## config.mk

```make
export PLATFORM = sky130hd
export DESIGN_NAME = spi_tx_master
export DESIGN_NICKNAME = d
export VERILOG_FILES = /design/src/rtl/spi_tx_master.sv
export SDC_FILE = /design/constraint.sdc
export NUM_CORES = 1
export LEC_CHECK = 0
export BUFFER_PORTS_ARGS = -buffer_cell sky130_fd_sc_hd__buf_2
export CORE_ASPECT_RATIO = 1.4
export CORE_MARGIN = 8
export CORE_UTILIZATION = 58
export CTS_CLUSTER_SIZE = 10
export DETAILED_ROUTE_END_ITERATION = 10
export GPL_TIMING_DRIVEN = 1
export PLACE_DENSITY = 0.82
export SLEW_MARGIN = 20
export SYNTH_ARGS = -nofsm -noshare
export SYNTH_HDL_FRONTEND = slang
export SYNTH_SLANG_ARGS = --single-unit
export TNS_END_PERCENT = 20
```

## constraint.sdc

```tcl
create_clock -name clk -period 7 [get_ports clk]
set_clock_uncertainty 0.15 [all_clocks]
set_input_delay 1.4 -clock clk [delete_from_list [all_inputs] [get_ports clk]]
set_output_delay 1.4 -clock clk [all_outputs]
set_load 0.02 [all_outputs]
```

## src/rtl/spi_tx_master.sv

```systemverilog
module spi_tx_master #(
  parameter int DW = 8
) (
  input  logic          clk,
  input  logic          rst_n,
  input  logic          wr_en,
  input  logic [DW-1:0] wr_data,
  input  logic [1:0]    rate_sel,
  input  logic          cpol,
  input  logic          cpha,
  output logic          sclk,
  output logic          mosi,
  output logic          tx_empty,
  output logic          busy
);
  localparam int BW = $clog2(DW);

  logic [6:0]    pre_q;
  logic [7:0]    ratio;
  logic [6:0]    cyc_mask, half_mask;
  logic          cyc_tick, half_tick;
  logic [DW-1:0] hold_q, sh_q;
  logic [BW-1:0] bcnt_q;
  logic          sec_q, active_q;

  assign ratio     = 8'd2 << {rate_sel, 1'b0};
  assign cyc_mask  = ratio[6:0] - 7'd1;
  assign half_mask = ratio[7:1] - 7'd1;
  assign cyc_tick  = (pre_q & cyc_mask) == cyc_mask;
  assign half_tick = (pre_q & half_mask) == half_mask;

  assign busy = active_q;
  assign mosi = active_q & sh_q[DW-1];
  assign sclk = active_q ? (cpol ^ (cpha ? ~sec_q : sec_q)) : cpol;

  always_ff @(posedge clk) begin
    if (!rst_n) begin
      pre_q    <= '0;
      hold_q   <= '0;
      sh_q     <= '0;
      bcnt_q   <= '0;
      sec_q    <= 1'b0;
      active_q <= 1'b0;
      tx_empty <= 1'b1;
    end else begin
      pre_q <= pre_q + 7'd1;
      if (wr_en && tx_empty) begin
        hold_q   <= wr_data;
        tx_empty <= 1'b0;
      end
      if (!active_q) begin
        if (cyc_tick && !tx_empty) begin
          sh_q     <= hold_q;
          tx_empty <= 1'b1;
          active_q <= 1'b1;
          sec_q    <= 1'b0;
          bcnt_q   <= '0;
        end
      end else if (half_tick) begin
        if (!sec_q) begin
          sec_q <= 1'b1;
        end else begin
          sec_q <= 1'b0;
          if (bcnt_q == BW'(DW - 1)) begin
            if (!tx_empty) begin
              sh_q     <= hold_q;
              tx_empty <= 1'b1;
              bcnt_q   <= '0;
            end else begin
              active_q <= 1'b0;
            end
          end else begin
            sh_q   <= {sh_q[DW-2:0], 1'b0};
            bcnt_q <= bcnt_q + 1'b1;
          end
        end
      end
    end
  end

  assert_write_taken_R2: assert property (@(posedge clk) disable iff (!rst_n)
    (wr_en && tx_empty) |=> !tx_empty);

  assert_full_write_ignored_R3: assert property (@(posedge clk) disable iff (!rst_n)
    (wr_en && !tx_empty) |=> $stable(hold_q));

  assert_empty_at_start_R4: assert property (@(posedge clk) disable iff (!rst_n)
    $rose(busy) |-> tx_empty);

  assert_end_only_when_empty_R10: assert property (@(posedge clk) disable iff (!rst_n)
    $fell(busy) |-> $past(tx_empty));

  assert_shift_on_tick_R6: assert property (@(posedge clk) disable iff (!rst_n)
    (active_q && !half_tick && $past(rst_n)) |=> $stable(sh_q));
endmodule

```

==> reports/summary.txt <==
Synthesized netlist net count - 173
CTS hold repair buffers - 0
Number of hold violations in the final report - 0
Peak supply drop - 134 uV
Hold WC Path Type - reg -> reg
Average size of a mapped cell - 9.03 sq um
Buffers from clock root to sink, at most - 2
Number of nets in the final layout - 190
Share of synthesized area occupied by flip-flops and latches - 41.7%
Vias/cell - 5.78
Largest incremental delay on the critical path - 0.19 ns
Starting DRC count in detailed routing - 51
Power per unit of standard cell area - 232 nW/um^2
Vias post-DR - 1127
Via count of the first global-routing pass - 1135
Final cycle utilization of the critical path - 51.7%
Number of distinct standard cells referenced by the synthesized netlist - 33
Terminating pin of the worst hold path - hold_q[0]
Data arrival at the endpoint of the critical path - 2.07 ns
Startpoint of the worst register-to-register path - pre_q[3]
Number of buffers inserted during clock tree synthesis - 5
ANT nets after route - 0
TritonCTS clock tree - built
Global route overflow - 0
Total track usage - 14.3%
Cell at the slowest stage of the critical path - buf_2
Fraction of synthesized cell area taken by the top area cell type - 41.7%
Crit. End Element - output pin
Cell family contributing the most delay on the critical path - buffers and inverters
Detail Placement HPWL - 2100 um
Ant diodes - 0
Number of clock sinks - 29
Crit path buf inv count - 2
Final Critical Period - 3.62 ns
Count of buffers added by post-CTS timing repair for setup - 0
FF-to-FF setup slack - 5.02 ns
Register cell area after layout - 581 sq um
Insertion delay of the later-clocked pin in the worst-skew pair - 0.33 ns
Final Max Tran Viols - 0
Filler cell count in the final layout - 214
Register bit total from synthesis - 29
Multi-input gate area in the final layout - 734 sq um
Data required time of the critical path - 5.45 ns
RSZ-0062 raised after global routing - false
Post-detailed-route DRC marker count - 0
Worst slew margin relative to its limit - 64.2%
Hold-critical path depth - 2
Number of I/O pins - 19
Count of cells resized by post-cts repair - 0
Routed wirelength normalized by instance count - 14.5 um
Netlist area before placement - 1390 sq um
Cell taking the most area after synthesis - dfxtp_1
Register-to-Register Path Depth - 5
Fraction of layout instances using a drive strength above 1 - 22.1%
Fin Setup TNS - 0 ns
Top area cells in the synthesized netlist - dfxtp_1, nand2_1, mux2i_1
Synth warn - 0
Number of detailed-route iterations in the first pass - 4
Number of H-tree levels - 2
Status - finished, final reports clean
Critical Path Start Type - primary input
Initial Util - 59.5%
Die Span Y - 74.0 um
Start point of the worst min-delay path - hold_q[0]
Final weighted congestion of routability-driven global placement - 0.871
Routed wire length - 2820 um
Number of I/O port buffers - 18
Width of the chip - 57.4 um
Area of the core - 2340 sq um
Reg-to-Reg End - bcnt_q[2]
F_max - 0.277 GHz
CP most frequent cell - buf_2
Type of the worst setup path - in -> out
Clk pin slew, worst setup/hold paths - 0.09 ns
Die ar. - 4240 sq um
Leading cell types in the layout, fill and taps excluded - nand2_1, dfxtp_1, buf_2
Mapped Cells - 154
First-pass GRT wire length - 4760 um
Critical-path cell list - buf_2 > xor2_1 > nand2_1 > xnor2_1 > buf_2
Root Buffer - clkbuf_4
Max-cap viol count - 0
Worst Tran Pin Value - 0.537 ns
Initial antenna violation count - 0
Static power due to leakage - 0.649 nW
Final-report setup violation count - 0
Power after layout - 353 uW
Maximum number of pins on one net before global-route repair - 25
Critical path fanouts, max - 1
Synth-to-layout area growth - 9.17%
Cell row count - 21
synth_stat cells:
master     number
o21ai_1         2
and3_1          2
clkbuf_1        5
a21oi_1        16
ha_1            4
mux2i_1        10
a311oi_2        1
a2bb2oi_2       1
nor2_1          8
a211oi_2        6
nor2b_1         2
o211a_1         1
xor2_1          4
and2_1          3
xnor2_1         3
nand3_1         9
dfxtp_1        29
or2_2           1
buf_6           2
nand2_1        29
a32o_2          1
a41oi_1         1
o31ai_1         1
inv_2           1
buf_12          1
inv_1           2
nand2b_1        2
a32oi_1         1
clkinv_1        1
a31oi_1         2
and2_4          1
nor3_1          1
a31o_1          1
metal layers:
layer / routed length [um] / track usage, %
met1: 1140 / 13.1
met2: 1480 / 26.9
met3: 110 / 4.15
met4: 89 / 8.94
met5: 0 / 0
worst min-delay path: stages (launching register included):
cell and delay, ns:
dfxtp_1 0.32, nand2_1 0.05, a21oi_1 0.05
stage by stage:
step | utilization, % | hold WS [ns] | std cells | area, sq um | worst slack (ns)
CTS | 65.0 | 0.320 | 195 | 1520 | 3.38
global route | 65.0 | 0.338 | 195 | 1520 | 3.35
finish | 65.0 | 0.321 | 195 | 1520 | 3.38
global placement | 62.0 | 0.297 | 187 | 1450 | 3.45
detailed placement | 62.0 | 0.307 | 187 | 1450 | 3.35
floorplan | - | 0.283 | 154 | 1390 | 3.46
report_power, final:
| part | internal, mW | switching (mW) |
|---|---|---|
| clock | 0.0581 | 0.0571 |
| sequential | 0.175 | 0.00816 |
| combinational | 0.0226 | 0.0321 |
| total | 0.256 | 0.0973 |
area by class of cell:
type / instances / share of cell area, %
well taps: 23 / 1.89
clock inverters: 1 / 0.329
inverters: 4 / 0.988
repair buffers: 18 / 5.93
clock buffers: 7 / 4.28
flip-flops and latches: 29 / 38.2
multi-input cells: 113 / 48.4
sequential cells by signal, summed over array words and instances, names as in the netlist:
| register | cells |
|---|---|
| hold_q | 8 |
| pre_q | 7 |
| sec_q | 1 |
| busy | 1 |
| sh_q | 8 |
| bcnt_q | 3 |
| tx_empty | 1 |
how the worst max path moves through the flow:
stage | from | end | cells past startpoint
3_5_place_dp | rate_sel[1] | bcnt_q[1] | 8
2_1_floorplan | cpha | sclk | 3
6_report | cpha | sclk | 5
5_1_grt | cpha | sclk | 5
4_1_cts | cpha | sclk | 5
3_3_place_gp | cpha | sclk | 5
cells by family after synthesis:
kind of cell	count (synthesis)	share of synthesized area [%]
simple gates	58	18.7
compound gates	34	18.9
flops	29	41.7
buf+inv	12	5.49
mux	10	7.19
xor+xnor	7	4.41
fa+ha+maj	4	3.60
(Power assumes the default switching activity.)
